==> src/rtl/dtg_pkg.sv <==
package dtg_pkg;

  // register addresses
  localparam int unsigned ADDR_CTRL  = 0;
  localparam int unsigned ADDR_SYNC  = 1;
  localparam int unsigned ADDR_BLANK = 2;
  localparam int unsigned ADDR_LIM0  = 3;

  // limit slots, in address order from ADDR_LIM0
  typedef enum int unsigned {
    L_HLAST  = 0,
    L_HACT   = 1,
    L_HSBEG  = 2,
    L_HSEND  = 3,
    L_FETCH  = 4,
    L_VLAST  = 5,
    L_VACT   = 6,
    L_VSBEG  = 7,
    L_VSEND  = 8
  } lim_slot_e;

  localparam int unsigned NUM_LIM = 9;

  // bit positions
  localparam int unsigned CB_RUN     = 0;
  localparam int unsigned CB_REFRESH = 1;
  localparam int unsigned SB_SOR     = 0;
  localparam int unsigned SB_ALLOFF  = 1;
  localparam int unsigned SB_HINV    = 3;
  localparam int unsigned SB_VINV    = 4;
  localparam int unsigned SB_HOFF    = 5;
  localparam int unsigned SB_VOFF    = 6;
  localparam int unsigned SYNC_W     = 7;

  typedef struct packed {
    logic run;
    logic refresh;
    logic blank;
    logic sor;
    logic h_inv;
    logic v_inv;
    logic h_kill;
    logic v_kill;
  } dtg_flags_t;

endpackage

==> src/rtl/dtg_regs.sv <==
module dtg_regs
  import dtg_pkg::*;
#(
  parameter int unsigned CNT_W    = 12,
  parameter int unsigned AW       = 4,
  parameter int unsigned DW       = 32,
  parameter int unsigned H_ACTIVE = 1280,
  parameter int unsigned H_FP     = 48,
  parameter int unsigned H_SW     = 112,
  parameter int unsigned H_BP     = 248,
  parameter int unsigned V_ACTIVE = 1024,
  parameter int unsigned V_FP     = 1,
  parameter int unsigned V_SW     = 3,
  parameter int unsigned V_BP     = 38,
  parameter int unsigned PREFETCH = 355
) (
  input  logic             clk,
  input  logic             rst,
  input  logic             wr_en,
  input  logic [AW-1:0]    wr_addr,
  input  logic [DW-1:0]    wr_data,
  output logic [CNT_W-1:0] lim [NUM_LIM],
  output dtg_flags_t       flags
);

  localparam int unsigned H_TOTAL = H_ACTIVE + H_FP + H_SW + H_BP;
  localparam int unsigned V_TOTAL = V_ACTIVE + V_FP + V_SW + V_BP;
  localparam int unsigned PF_CAP  = (PREFETCH >= H_TOTAL) ? (H_TOTAL - 1) : PREFETCH;

  function automatic logic [CNT_W-1:0] default_of(input int unsigned slot);
    int unsigned v;
    case (slot)
      L_HLAST: v = H_TOTAL - 1;
      L_HACT:  v = H_ACTIVE - 1;
      L_HSBEG: v = H_ACTIVE + H_FP - 1;
      L_HSEND: v = H_ACTIVE + H_FP + H_SW - 1;
      L_FETCH: v = H_TOTAL - PF_CAP - 1;
      L_VLAST: v = V_TOTAL - 1;
      L_VACT:  v = V_ACTIVE - 1;
      L_VSBEG: v = V_ACTIVE + V_FP - 1;
      default: v = V_ACTIVE + V_FP + V_SW - 1;
    endcase
    return CNT_W'(v);
  endfunction

  logic [1:0]        ctrl_q;
  logic [SYNC_W-1:0] sync_q;
  logic              blank_q;

  always_ff @(posedge clk) begin
    if (rst) begin
      ctrl_q  <= '0;
      sync_q  <= '0;
      blank_q <= 1'b0;
    end else if (wr_en) begin
      if (wr_addr == AW'(ADDR_CTRL))  ctrl_q  <= wr_data[1:0];
      if (wr_addr == AW'(ADDR_SYNC))  sync_q  <= wr_data[SYNC_W-1:0];
      if (wr_addr == AW'(ADDR_BLANK)) blank_q <= wr_data[0];
    end
  end

  for (genvar i = 0; i < NUM_LIM; i++) begin : g_lim
    logic [CNT_W-1:0] q;
    always_ff @(posedge clk) begin
      if (rst)
        q <= default_of(i);
      else if (wr_en && wr_addr == AW'(ADDR_LIM0 + i))
        q <= wr_data[CNT_W-1:0];
    end
    assign lim[i] = q;
  end

  always_comb begin
    flags.run     = ctrl_q[CB_RUN];
    flags.refresh = ctrl_q[CB_REFRESH];
    flags.blank   = blank_q;
    flags.sor     = sync_q[SB_SOR];
    flags.h_inv   = sync_q[SB_HINV];
    flags.v_inv   = sync_q[SB_VINV];
    flags.h_kill  = sync_q[SB_HOFF] | sync_q[SB_ALLOFF];
    flags.v_kill  = sync_q[SB_VOFF] | sync_q[SB_ALLOFF];
  end

endmodule

==> src/rtl/dtg_counter.sv <==
module dtg_counter #(
  parameter int unsigned CNT_W = 12
) (
  input  logic             clk,
  input  logic             rst,
  input  logic             run,
  input  logic [CNT_W-1:0] h_last,
  input  logic [CNT_W-1:0] v_last,
  output logic [CNT_W-1:0] h_cnt,
  output logic [CNT_W-1:0] v_cnt,
  output logic             live
);

  always_ff @(posedge clk) begin
    if (rst || !run) begin
      h_cnt <= '0;
      v_cnt <= '0;
      live  <= 1'b0;
    end else begin
      live <= 1'b1;
      if (h_cnt >= h_last) begin
        h_cnt <= '0;
        v_cnt <= (v_cnt >= v_last) ? '0 : v_cnt + 1'b1;
      end else begin
        h_cnt <= h_cnt + 1'b1;
      end
    end
  end

endmodule

==> src/rtl/dtg_outstage.sv <==
module dtg_outstage
  import dtg_pkg::*;
#(
  parameter int unsigned CNT_W = 12
) (
  input  logic             clk,
  input  logic             rst,
  input  logic             live,
  input  logic [CNT_W-1:0] h_cnt,
  input  logic [CNT_W-1:0] v_cnt,
  input  logic [CNT_W-1:0] lim [NUM_LIM],
  input  dtg_flags_t       flags,
  output logic [CNT_W-1:0] pix_x,
  output logic [CNT_W-1:0] line_y,
  output logic             de,
  output logic             hsync,
  output logic             vsync,
  output logic             sync_on_rgb,
  output logic             fetch_pulse
);

  logic h_vis, v_vis, h_win, v_win, h_on, v_on, f_hit;

  always_comb begin
    h_vis = h_cnt <= lim[L_HACT];
    v_vis = v_cnt <= lim[L_VACT];
    h_win = (h_cnt > lim[L_HSBEG]) && (h_cnt <= lim[L_HSEND]);
    v_win = (v_cnt > lim[L_VSBEG]) && (v_cnt <= lim[L_VSEND]);
    h_on  = live && h_win && !flags.h_kill;
    v_on  = live && v_win && !flags.v_kill;
    f_hit = live && (h_cnt == lim[L_FETCH]);
  end

  always_ff @(posedge clk) begin
    if (rst) begin
      pix_x       <= '0;
      line_y      <= '0;
      de          <= 1'b0;
      hsync       <= 1'b0;
      vsync       <= 1'b0;
      sync_on_rgb <= 1'b0;
      fetch_pulse <= 1'b0;
    end else begin
      pix_x       <= h_cnt;
      line_y      <= v_cnt;
      de          <= live && h_vis && v_vis && flags.refresh && !flags.blank;
      hsync       <= h_on ^ flags.h_inv;
      vsync       <= v_on ^ flags.v_inv;
      sync_on_rgb <= flags.sor;
      fetch_pulse <= f_hit;
    end
  end

endmodule

==> src/rtl/disp_timing_gen.sv <==
module disp_timing_gen
  import dtg_pkg::*;
#(
  parameter int unsigned CNT_W    = 12,
  parameter int unsigned AW       = 4,
  parameter int unsigned DW       = 32,
  parameter int unsigned H_ACTIVE = 1280,
  parameter int unsigned H_FP     = 48,
  parameter int unsigned H_SW     = 112,
  parameter int unsigned H_BP     = 248,
  parameter int unsigned V_ACTIVE = 1024,
  parameter int unsigned V_FP     = 1,
  parameter int unsigned V_SW     = 3,
  parameter int unsigned V_BP     = 38,
  parameter int unsigned PREFETCH = 355
) (
  input  logic             clk,
  input  logic             rst,
  input  logic             wr_en,
  input  logic [AW-1:0]    wr_addr,
  input  logic [DW-1:0]    wr_data,
  output logic [CNT_W-1:0] pix_x,
  output logic [CNT_W-1:0] line_y,
  output logic             de,
  output logic             hsync,
  output logic             vsync,
  output logic             sync_on_rgb,
  output logic             fetch_pulse
);

  logic [CNT_W-1:0] lim [NUM_LIM];
  dtg_flags_t       flags;
  logic [CNT_W-1:0] h_cnt, v_cnt;
  logic             live;

  // exposed to the bound checker
  logic ctl_run, hs_kill, hs_inv, vs_kill, vs_inv, blank_on;
  assign ctl_run  = flags.run;
  assign hs_kill  = flags.h_kill;
  assign hs_inv   = flags.h_inv;
  assign vs_kill  = flags.v_kill;
  assign vs_inv   = flags.v_inv;
  assign blank_on = flags.blank;

  dtg_regs #(
    .CNT_W(CNT_W), .AW(AW), .DW(DW),
    .H_ACTIVE(H_ACTIVE), .H_FP(H_FP), .H_SW(H_SW), .H_BP(H_BP),
    .V_ACTIVE(V_ACTIVE), .V_FP(V_FP), .V_SW(V_SW), .V_BP(V_BP),
    .PREFETCH(PREFETCH)
  ) u_regs (
    .clk(clk), .rst(rst), .wr_en(wr_en), .wr_addr(wr_addr),
    .wr_data(wr_data), .lim(lim), .flags(flags)
  );

  dtg_counter #(.CNT_W(CNT_W)) u_cnt (
    .clk(clk), .rst(rst), .run(flags.run),
    .h_last(lim[L_HLAST]), .v_last(lim[L_VLAST]),
    .h_cnt(h_cnt), .v_cnt(v_cnt), .live(live)
  );

  dtg_outstage #(.CNT_W(CNT_W)) u_out (
    .clk(clk), .rst(rst), .live(live), .h_cnt(h_cnt), .v_cnt(v_cnt),
    .lim(lim), .flags(flags),
    .pix_x(pix_x), .line_y(line_y), .de(de), .hsync(hsync),
    .vsync(vsync), .sync_on_rgb(sync_on_rgb), .fetch_pulse(fetch_pulse)
  );

endmodule

==> config.mk <==
export PLATFORM = sky130hd
export DESIGN_NAME = disp_timing_gen
export DESIGN_NICKNAME = d
export VERILOG_FILES = /design/src/rtl/dtg_pkg.sv /design/src/rtl/dtg_regs.sv /design/src/rtl/dtg_counter.sv /design/src/rtl/dtg_outstage.sv /design/src/rtl/disp_timing_gen.sv
export SDC_FILE = /design/constraint.sdc
export NUM_CORES = 1
export LEC_CHECK = 0
export BUFFER_PORTS_ARGS = -buffer_cell sky130_fd_sc_hd__buf_2
export CAP_MARGIN = 10
export CELL_PAD_IN_SITES_DETAIL_PLACEMENT = 0
export CELL_PAD_IN_SITES_GLOBAL_PLACEMENT = 1
export CORE_UTILIZATION = 40
export CTS_BUF_LIST = sky130_fd_sc_hd__clkbuf_2 sky130_fd_sc_hd__clkbuf_4 sky130_fd_sc_hd__clkbuf_8
export DETAILED_ROUTE_END_ITERATION = 6
export PLACE_DENSITY_LB_ADDON = 0.1
export SLEW_MARGIN = 30
export SYNTH_ARGS = -nofsm -noshare
export SYNTH_HDL_FRONTEND = slang
export SYNTH_SLANG_ARGS = --single-unit
==> constraint.sdc <==
create_clock -name clk -period 4.17 [get_ports clk]
set_clock_uncertainty 0.2 [all_clocks]
set_input_delay 0.417 -clock clk [delete_from_list [all_inputs] [get_ports clk]]
set_output_delay 0.417 -clock clk [all_outputs]
set_load 0.02 [all_outputs]
==> metrics.md, run 1 <==
| Metric | Value |
|---|---|
| Sum Neg Setup Slack | `0 ns` |
| IO Count | `68` |
| Starting Density | `40.9%` |
| Total grt overflow | `0` |
| Post-CTS sizing | `0` |
| Pwr Density | `323 nW/µm²` |
| Vias in the first global route | `6133` |
| TritonCTS Buffers | `17` |
| Vias/cell | `5.05` |
| Post-DP Area | `9120 µm²` |
| Final net count | `1147` |
| DR vias | `6551` |
| Worst Setup End Kind | `register` |
| First-pass GRT wire length | `34.5 mm` |
| Peak VDD IR | `193 µV` |
| Setup Buffers After CTS | `0` |
| Clk root buf | `clkbuf_8` |
| # hold bufs at CTS | `0` |
| CTS Buffer Depth | `2` |
| Fin worst setup slack | `1.20 ns` |
| Status | `finished, final reports clean` |
| IO Port Bufs | `47` |
| Yosys reg bits | `171` |
| Startpoint Class | `register` |
| Period minus WS final | `2.97 ns` |
| Layout Utilization | `45.4%` |
| Pre-Repair DR Iteration Count | `4` |
| Synth Warn # | `0` |
| Final setup violation count | `0` |
| Die height | `149 µm` |
| RSZ-0062 raised after global routing | `no` |
| Fmax | `337 MHz` |
| CP arrival | `3.17 ns` |
| H-Tree Depth | `4` |
| # Max-Cap Violations | `0` |
| CTS tree | `built` |
| Worst hold path type | `primary input to register` |
| ANT cells | `0` |
| HPWL Detailed | `14.8 mm` |
| GR Util All Layers | `20.9%` |
| Antenna violations before repair | `0` |
| Async S/R FF share, synth | `0%` |
| DP Worst Slack | `1.18 ns` |
| Critical Path RT | `4.37 ns` |
| Post-Syn Area | `8600 µm²` |
| Yosys cell types | `51` |
| Relative slew slack | `37.1%` |
| Syn Inst Count | `977` |
| Slew @ Worst Pin | `0.944 ns` |
| Initial DRC count | `349` |
| Worst-path fanout max | `14` |
| Final hold violations | `0` |
| Final period util | `71.2%` |
| Slew Limit Fails | `0` |
| Mean Syn Cell Area | `8.80 µm²` |
| Lkg Pwr | `4.21 nW` |
| Final Cell Area | `9550 µm²` |
| Setup CP Type | `register to register` |
| Number of flops mapped to enable cells by yosys | `0` |
| Ys flop type | `dfxtp_1` |
| Clock Sinks | `171` |
| WL/cell | `16.9 µm` |
| Clk pin slew, worst setup/hold paths | `0.10 ns` |
| Core ar. | `21000 µm²` |
| FP Rows | `53` |
| Share of cells above drive strength 1 | `12.5%` |
| Area Growth Syn to Fin | `11.1%` |
| DRC Markers | `0` |
| Final hold slack | `0.130 ns` |
| Die Span X | `149 µm` |
| Post-Syn Nets | `1114` |
| GP Congestion | `0.764` |
| Clk_lat worst skew | `0.47 ns` |
| Reg-to-reg slack, setup | `1.20 ns` |
| Routed Antenna Nets | `0` |
| Fillers | `2080` |
| Largest net degree at the start of global routing | `88` |
| Die Area | `22100 µm²` |
| Final wirelength | `22.0 mm` |
| Sequential share of the synthesized area | `39.8%` |
[per-layer routing]
metal  wire length, µm  up-vias  GRT usage [%]
met4               306        0           6.13
met2              9490       87           32.3
met3               551       22           3.10
li1                  -     3420              -
met5                 0        -              0
met1             11600     3022           30.0
[registers in the layout (all words and copies together), names as in the netlist, 2 cells and up]
name and count:
u_cnt.h_cnt 12, u_cnt.v_cnt 12, u_out.line_y 12, u_out.pix_x 12, u_regs.ctrl_q 2, u_regs.g_lim.q 108
u_regs.sync_q 6
[path summary, 6_finish.rpt]
kind	end	start	cells past startpoint
min reg2reg	u_regs.g_lim[8].q[4]$_SDFFE_PP0P_	u_regs.g_lim[8].q[4]$_SDFFE_PP0P_	2
max reg2reg	u_cnt.v_cnt[3]$_SDFFE_PN0P_	u_cnt.h_cnt[0]$_SDFF_PP0_	9
max	u_cnt.v_cnt[3]$_SDFFE_PN0P_	u_cnt.h_cnt[0]$_SDFF_PP0_	9
min	u_regs.g_lim[4].q[9]$_SDFFE_PP0P_	wr_data[9]	3
[through the flow]
| step | instances | total power, W |
|---|---|---|
| 6_report | 1298 | 0.00309 |
| 2_1_floorplan | 977 | 0.00180 |
| 3_5_place_dp | 1266 | 0.00185 |
| 3_3_place_gp | 1266 | 0.00185 |
| 5_1_grt | 1298 | 0.00322 |
| 4_1_cts | 1298 | 0.00314 |
[cell usage after synthesis (all sizes together) (3+ instances only)]
| cell | n | area, µm² |
|---|---|---|
| buf | 9 | 58.8 |
| or2 | 4 | 25.0 |
| nor3 | 8 | 40.0 |
| dfxtp | 171 | 3420 |
| or3 | 9 | 61.3 |
| nand3b | 14 | 105 |
| a211oi | 3 | 22.5 |
| or4 | 7 | 55.1 |
| a21o | 14 | 105 |
| xor2 | 10 | 87.6 |
| a221oi | 4 | 58.8 |
| o21ai | 13 | 72.6 |
| clkbuf | 43 | 161 |
| nand2b | 9 | 56.3 |
| mux2i | 34 | 340 |
| nand4 | 24 | 150 |
| nand2 | 92 | 353 |
| xnor2 | 12 | 105 |
| nor2 | 103 | 409 |
| nand3 | 19 | 95.1 |
| inv | 93 | 349 |
| nor2b | 33 | 206 |
| ha | 98 | 1230 |
| o31ai | 7 | 52.6 |
| o211ai | 4 | 30.0 |
| and3 | 3 | 18.8 |
| a21oi | 68 | 340 |
| a31oi | 4 | 25.0 |
| a211o | 49 | 429 |
[placed cells by master (no fill, tap or decap), types with 7 or more instances in the layout]
cell type	instances
a211o_1	49
a21o_1	14
a21oi_1	68
buf_2	46
buf_4	20
clkbuf_8	17
dfxtp_1	171
ha_1	98
inv_1	93
mux2i_1	34
nand2_1	91
nand2b_1	9
nand3_1	19
nand3b_1	14
nand4_1	24
nor2_1	93
nor2_2	10
nor2b_1	33
o21ai_0	11
o31ai_1	7
xnor2_1	12
xor2_1	10
[logic make-up after synthesis]
kind of cell | Yosys count | synth area share, %
compound gates | 172 | 13.8
flops | 171 | 39.8
simple gates | 335 | 19.3
fa+ha+maj | 98 | 14.3
buf+inv | 145 | 6.62
mux | 34 | 3.96
xor+xnor | 22 | 2.24
[critical path: stages, from the launching register on]
cell and delay, ns:
dfxtp_1 0.43, inv_1 0.20, ha_1 0.31, nand2b_1 0.14
a31oi_1 0.26, o21ai_2 0.12, a221oi_4 0.67, buf_4 0.30
o21ai_0 0.11, a21oi_1 0.15
[cell type report]
cell class,instances,area (µm²),area share (%)
Sequential cell,171,3420,35.8
Inverter,93,349,3.65
Timing Repair Buffer,66,380,3.98
Multi-Input combinational cell,661,4630,48.5
Clock buffer,18,241,2.53
Tap cell,275,344,3.60
Clock inverter,14,184,1.93
[where the power goes]
group / internal [W] / switching, W / leakage [nW]
Combinational: 0.0000460 / 0.000108 / 2.61
Sequential: 0.00165 / 0.00000734 / 1.38
Clock: 0.000612 / 0.000662 / 0.214
Total: 0.00231 / 0.000778 / 4.21
No activity file was read; power rests on OpenSTA's default activity.
==> inputs of run 2 (changes only) <==
==> constraint.sdc (replaced) <==
create_clock -name clk -period 2.7 [get_ports clk]
set_clock_uncertainty 0.2 [all_clocks]
set_input_delay 0.27 -clock clk [delete_from_list [all_inputs] [get_ports clk]]
set_output_delay 0.27 -clock clk [all_outputs]
set_load 0.02 [all_outputs]
==> run 2 against run 1 <==
  * Die area unchanged
  * Sequential share of layout area decreased by 0.80 points
  * Count of clock-buffer cells in the layout unchanged
  * Register-to-register slack got worse by 1.0 ns
  * Utilization increased by 1.0 points
  * First-iteration DRC count increased by 7.4%
  * Critical path type unchanged
  * Critical endpoint is now u_cnt.v_cnt[10]$_SDFFE_PN0P_
  * Largest power group unchanged
==> metrics.md, run 2 (synthesis results as in run 1) <==
| Metric | Value |
|---|---|
| Length of routed wiring on met1 | `11.5 mm (-1.3%)` |
| Post-CTS sizing | `0 (unchanged)` |
| Starting Density | `40.9% (unchanged)` |
| Die height | `149 µm (unchanged)` |
| Met2 routed WL | `9.84 mm (+3.7%)` |
| Share of cells above drive strength 1 | `13.6% (+1.1 points)` |
| Most frequent cells in the layout | `dfxtp_1, ha_1, nor2_1, inv_1, nand2_1` |
| Initial DRC count | `375 (+7.4%)` |
| Die Area | `22100 µm² (unchanged)` |
| Routed Antenna Nets | `0 (unchanged)` |
| Final wirelength | `22.2 mm (+0.97%)` |
| Largest register FFs | `108 (unchanged)` |
| # hold bufs at CTS | `5 (+5)` |
| HPWL Detailed | `14.9 mm (+0.71%)` |
| Slew Limit Fails | `0 (unchanged)` |
| Max layer used | `met4` |
| Pwr Density | `507 nW/µm² (+57%)` |
| Peak VDD IR | `348 µV (+81%)` |
| FP Rows | `53 (unchanged)` |
| GR Util All Layers | `21.3% (+0.33 points)` |
| Setup Buffers After CTS | `0 (unchanged)` |
| # Max-Cap Violations | `0 (unchanged)` |
| CP arrival | `2.73 ns (-0.44 ns)` |
| Power, Total | `0.00495 W (+60%)` |
| First-pass GRT wire length | `35.2 mm (+1.8%)` |
| Worst Setup End Kind | `register` |
| Clock Sinks | `171 (unchanged)` |
| Core ar. | `21000 µm² (unchanged)` |
| Clk_lat worst skew | `0.47 ns (about the same)` |
| ANT cells | `0 (unchanged)` |
| Total grt overflow | `0 (unchanged)` |
| Largest Register | `u_regs.g_lim.q` |
| Pre-Repair DR Iteration Count | `5 (+1)` |
| Sum Neg Setup Slack | `0 ns (unchanged)` |
| Largest net degree at the start of global routing | `95 (+8.0%)` |
| Lkg Pwr | `4.33 nW (+2.9%)` |
| H-Tree Depth | `4 (unchanged)` |
| Final period util | `93.7% (+22 points)` |
| Worst-path fanout max | `27 (+13)` |
| Setup CP Type | `register to register` |
| IO Port Bufs | `47 (unchanged)` |
| Startpoint Class | `register` |
| Vias/cell | `5.05 (about the same)` |
| Vias in the first global route | `6219 (+1.4%)` |
| WL/cell | `16.8 µm (-0.56%)` |
| Period minus WS final | `2.53 ns (-0.440 ns)` |
| Clk root buf | `clkbuf_8` |
| CTS tree | `built` |
| Critical Path RT | `2.90 ns (-1.47 ns)` |
| Final setup violation count | `0 (unchanged)` |
| WL met3 | `671 µm (+22%)` |
| Slew @ Worst Pin | `0.597 ns (-0.347 ns)` |
| Fillers | `2113 (+1.6%)` |
| Worst hold path type | `primary input to register` |
| IO Count | `68 (unchanged)` |
| CTS Buffer Depth | `2 (unchanged)` |
| DRC Markers | `0 (unchanged)` |
| DR vias | `6651 (+1.5%)` |
| TritonCTS Buffers | `17 (unchanged)` |
| Final hold violations | `0 (unchanged)` |
| Die Span X | `149 µm (unchanged)` |
| GP Congestion | `0.812 (+6.4%)` |
| Fmax | `395 MHz (+17%)` |
| Status | `finished, final reports clean` |
| Most common cell after layout, fill and taps aside | `dfxtp_1` |
| Clk pin slew, worst setup/hold paths | `0.10 ns (about the same)` |
| RSZ-0062 raised after global routing | `no` |
| Relative slew slack | `60.2% (+23 points)` |
| Final hold slack | `0.0357 ns (-0.0941 ns)` |
| Area Growth Syn to Fin | `13.6%` |
| Final net count | `1168 (+1.8%)` |
| Antenna violations before repair | `0 (unchanged)` |
==> run 2: changes by cell type in the layout (fill, tap and decap cells not counted), sizes merged <==
cell / delta
dlygate4sd3: +5
bufinv: +2
inv: -1
clkinv: -4
buf: +16
clkinvlp: +2
==> run 2: report_power, final <==
part,switching (W),internal [W],leakage [nW]
clock network,0.00101,0.00113,0.224
registers,0.0000112,0.00255,1.38
logic,0.000169,0.0000779,2.72
total,0.00119,0.00376,4.33
==> run 2: worst max-delay path: stages, from the launching register on <==
cell and delay, ns:
dfxtp_1 0.32, inv_1 0.05, ha_1 0.31, and2_1 0.17
o2111ai_1 0.14, o21ai_2 0.18, a221oi_4 0.10, buf_12 0.16
or4_2 0.64, a21oi_1 0.17
==> run 2: area by class of cell <==
cell class | count | area (µm²) | area share (%)
clock buffer | 18 | 248 | 2.54
clock inverter | 13 | 215 | 2.20
inverter | 93 | 349 | 3.57
multi-input combinational | 661 | 4610 | 47.2
sequential | 171 | 3420 | 35.0
tap | 275 | 344 | 3.52
timing repair buffer | 87 | 576 | 5.89
==> run 2: final timing paths <==
check / from / endpoint / slack (ns) / cells after the start
setup / recovery: u_regs.g_lim[0].q[7]$_SDFFE_PP1P_ / u_cnt.v_cnt[10]$_SDFFE_PN0P_ / 0.17 / 9
hold / removal: wr_data[10] / u_regs.g_lim[4].q[10]$_SDFFE_PP1P_ / 0.04 / 3
setup reg to reg: u_regs.g_lim[0].q[7]$_SDFFE_PP1P_ / u_cnt.v_cnt[10]$_SDFFE_PN0P_ / 0.17 / 9
hold reg to reg: u_regs.ctrl_q[1]$_SDFFE_PP0P_ / u_regs.ctrl_q[1]$_SDFFE_PP0P_ / 0.26 / 2
==> run 2: stage by stage <==
| stage | instances | area (µm²) | worst slack [ns] | util, % |
|---|---|---|---|---|
| global route | 1318 | 9770 | 0.00804 | 46.5 |
| detailed placement | 1282 | 9260 | 0.204 | 44.0 |
| finish | 1318 | 9770 | 0.170 | 46.5 |
| floorplan | 977 | 8600 | 0.350 | - |
| global placement | 1282 | 9260 | 0.235 | 44.0 |
| CTS | 1318 | 9770 | 0.160 | 46.5 |
==> run 2: metal layers <==
metal | vias to the layer above | track usage [%]
li1 | 3455 | -
met1 | 3069 | 30.1
met2 | 110 | 33.5
met3 | 17 | 3.53
met4 | 0 | 5.10
met5 | - | 0
==> inputs of run 3 (changes only) <==
--- a/config.mk
+++ b/config.mk
@@ -9,6 +9,7 @@
 export CAP_MARGIN = 10
 export CELL_PAD_IN_SITES_DETAIL_PLACEMENT = 0
 export CELL_PAD_IN_SITES_GLOBAL_PLACEMENT = 1
+export CORE_ASPECT_RATIO = 1.1
 export CORE_UTILIZATION = 40
 export CTS_BUF_LIST = sky130_fd_sc_hd__clkbuf_2 sky130_fd_sc_hd__clkbuf_4 sky130_fd_sc_hd__clkbuf_8
 export DETAILED_ROUTE_END_ITERATION = 6
==> run 3 against run 2 <==
  * Critical path depth unchanged
  * Non-clock buffer count unchanged
  * Fmax up 0.55%
  * Die area about the same
  * Global-route usage increased by 0.71 points
  * Flip-flop and latch count stayed put
  * Highest routed layer is now met5
  * Clock power is 12% lower
==> metrics.md, run 3 (synthesis results as in run 1) <==
| Metric | Value |
|---|---|
| Status | `finished, final reports clean` |
| Busiest layer in global routing | `met2` |
| Final net count | `1168 (unchanged)` |
| Largest net degree at the start of global routing | `56 (-41%)` |
| Power, Total | `0.00469 W (-5.3%)` |
| Starting Density | `41.2% (+0.33 points)` |
| IO Port Bufs | `47 (unchanged)` |
| CTS tree | `built` |
| Clk_lat worst skew | `0.46 ns (about the same)` |
| Post-DP Area | `9260 µm² (about the same)` |
| DRC Markers | `0 (unchanged)` |
| Most common cell after layout, fill and taps aside | `dfxtp_1` |
| Die height | `156 µm (+4.8%)` |
| Startpoint Class | `register` |
| Met2 global-route usage | `37.8% (+4.2 points)` |
| Sum Neg Setup Slack | `0 ns (unchanged)` |
| Relative slew slack | `57.9% (-2.3 points)` |
| CP arrival | `2.71 ns (-0.02 ns)` |
| Peak VDD IR | `274 µV (-21%)` |
| Global Route met3 Usage | `3.44% (-0.090 points)` |
| Pre-Repair DR Iteration Count | `5 (unchanged)` |
| GP Congestion | `0.773 (-4.8%)` |
| # hold bufs at CTS | `4 (-1)` |
| Core ar. | `20900 µm² (-0.81%)` |
| Final wirelength | `22.7 mm (+2.2%)` |
| Initial DRC count | `369 (-1.6%)` |
| Most frequent cells in the layout | `dfxtp_1, ha_1, nor2_1, inv_1, nand2_1` |
| Largest register FFs | `108 (unchanged)` |
| # Max-Cap Violations | `0 (unchanged)` |
| Total grt overflow | `0 (unchanged)` |
| Worst-path fanout max | `27 (unchanged)` |
| DP Worst Slack | `0.184 ns (-0.0206 ns)` |
| Post-CTS sizing | `0 (unchanged)` |
| Clk pin slew, worst setup/hold paths | `0.10 ns (about the same)` |
| HPWL Detailed | `15.4 mm (+3.0%)` |
| Fmax | `397 MHz (+0.55%)` |
| Crit-path max cell delay | `0.65 ns (about the same)` |
| DR vias | `6709 (+0.87%)` |
| Worst hold path type | `primary input to register` |
| Lkg Pwr | `4.31 nW (-0.53%)` |
| ANT cells | `0 (unchanged)` |
| Final hold slack | `0.0294 ns (-0.00636 ns)` |
| M1 GR Usage | `28.5% (-1.5 points)` |
| Setup CP Type | `register to register` |
| GR Util All Layers | `22.0% (+0.71 points)` |
| Worst Setup End Kind | `register` |
| H-Tree Depth | `4 (unchanged)` |
| Area Growth Syn to Fin | `12.9%` |
| Critical Path RT | `2.90 ns (about the same)` |
| Pwr Density | `483 nW/µm² (-4.6%)` |
| Final Cell Area | `9700 µm² (-0.67%)` |
| Die Area | `22100 µm² (about the same)` |
| Routed Antenna Nets | `0 (unchanged)` |
| Setup Buffers After CTS | `0 (unchanged)` |
| CTS Buffer Depth | `2 (unchanged)` |
| Slew Limit Fails | `0 (unchanged)` |
| Final setup violation count | `0 (unchanged)` |
| Die Span X | `142 µm (-4.6%)` |
| Largest Register | `u_regs.g_lim.q` |
| Fin worst setup slack | `0.183 ns (+0.0138 ns)` |
| Final hold violations | `0 (unchanged)` |
| Clk root buf | `clkbuf_8` |
| Final period util | `93.2% (-0.51 points)` |
| Slew @ Worst Pin | `0.615 ns (+0.0180 ns)` |
| Reg-to-reg slack, setup | `0.18 ns (about the same)` |
| First-pass GRT wire length | `36.1 mm (+2.7%)` |
| RSZ-0062 raised after global routing | `no` |
| IO Count | `68 (unchanged)` |
| FP Rows | `55 (+3.8%)` |
| Share of cells above drive strength 1 | `13.7% (+0.083 points)` |
| Critical-path top delay cell | `or4_2` |
| Critical path, cell by cell | `inv_1, ha_1, and2_1, o2111ai_1, o21ai_2, a221oi_4, buf_12, or4_2, a21oi_1` |
| Clock Sinks | `171 (unchanged)` |
| WL/cell | `17.0 µm (+1.3%)` |
| Vias/cell | `5.05 (about the same)` |
| TritonCTS Buffers | `17 (unchanged)` |
| Antenna violations before repair | `1 (+1)` |
| Period minus WS final | `2.52 ns (-0.0138 ns)` |
| Vias in the first global route | `6304 (+1.4%)` |
## run 3: cell count changes in the layout (fill, tap and decap cells not counted)
cell           change
nor3_1             +1
clkinvlp_4         -2
nor3_2             -1
buf_4              +2
clkinv_2           +2
inv_8              -1
buf_12             -1
clkbuf_8           +1
dlygate4sd3_1      -1
bufinv_16          -3
clkinv_4           +5
inv_6              -1
## run 3: layout make-up
cell class / count / area [µm²]
fillers: 2097 / 11100
well taps: 285 / 357
clock inverters: 13 / 144
repair buffers: 87 / 561
inverters: 93 / 349
flip-flops and latches: 171 / 3420
clock buffers: 19 / 262
multi-input cells: 661 / 4610
## run 3: metal layers
metal | part of all wire [%] | wire, µm
met1 | 47 | 10700
met2 | 49 | 11000
met3 | 2.8 | 628
met4 | 1.3 | 286
met5 | 0.040 | 9
## run 3: final timing paths
kind	from	endpoint	cells after the start
max	u_regs.g_lim[0].q[7]$_SDFFE_PP1P_	u_cnt.v_cnt[11]$_SDFFE_PN0P_	9
min	wr_data[1]	u_regs.g_lim[4].q[1]$_SDFFE_PP0P_	3
max reg2reg	u_regs.g_lim[0].q[7]$_SDFFE_PP1P_	u_cnt.v_cnt[11]$_SDFFE_PN0P_	9
min reg2reg	u_regs.ctrl_q[0]$_SDFFE_PP0P_	u_regs.ctrl_q[0]$_SDFFE_PP0P_	2
## run 3: through the flow
step	std cells	utilization, %
CTS	1329	46.5
global route	1329	46.5
floorplan	977	-
detailed placement	1293	44.4
finish	1329	46.5
global placement	1293	44.4
## run 3: worst max-delay path: cells and delay by family, from the launching register on
family                   cells  cell delay [ns]
AO/OA/AOI/OAI                4             0.59
adder cells (fa/ha/maj)      1             0.29
buffers and inverters        2             0.21
flip-flops                   1             0.32
AND/OR/NAND/NOR              2             0.82
## run 3: where the power goes
part | leakage, nW | internal (W) | switching [W]
Sequential | 1.38 | 0.00255 | 0.0000113
Clock | 0.206 | 0.000878 | 0.00101
Combinational | 2.72 | 0.0000758 | 0.000167
Total | 4.31 | 0.00350 | 0.00118
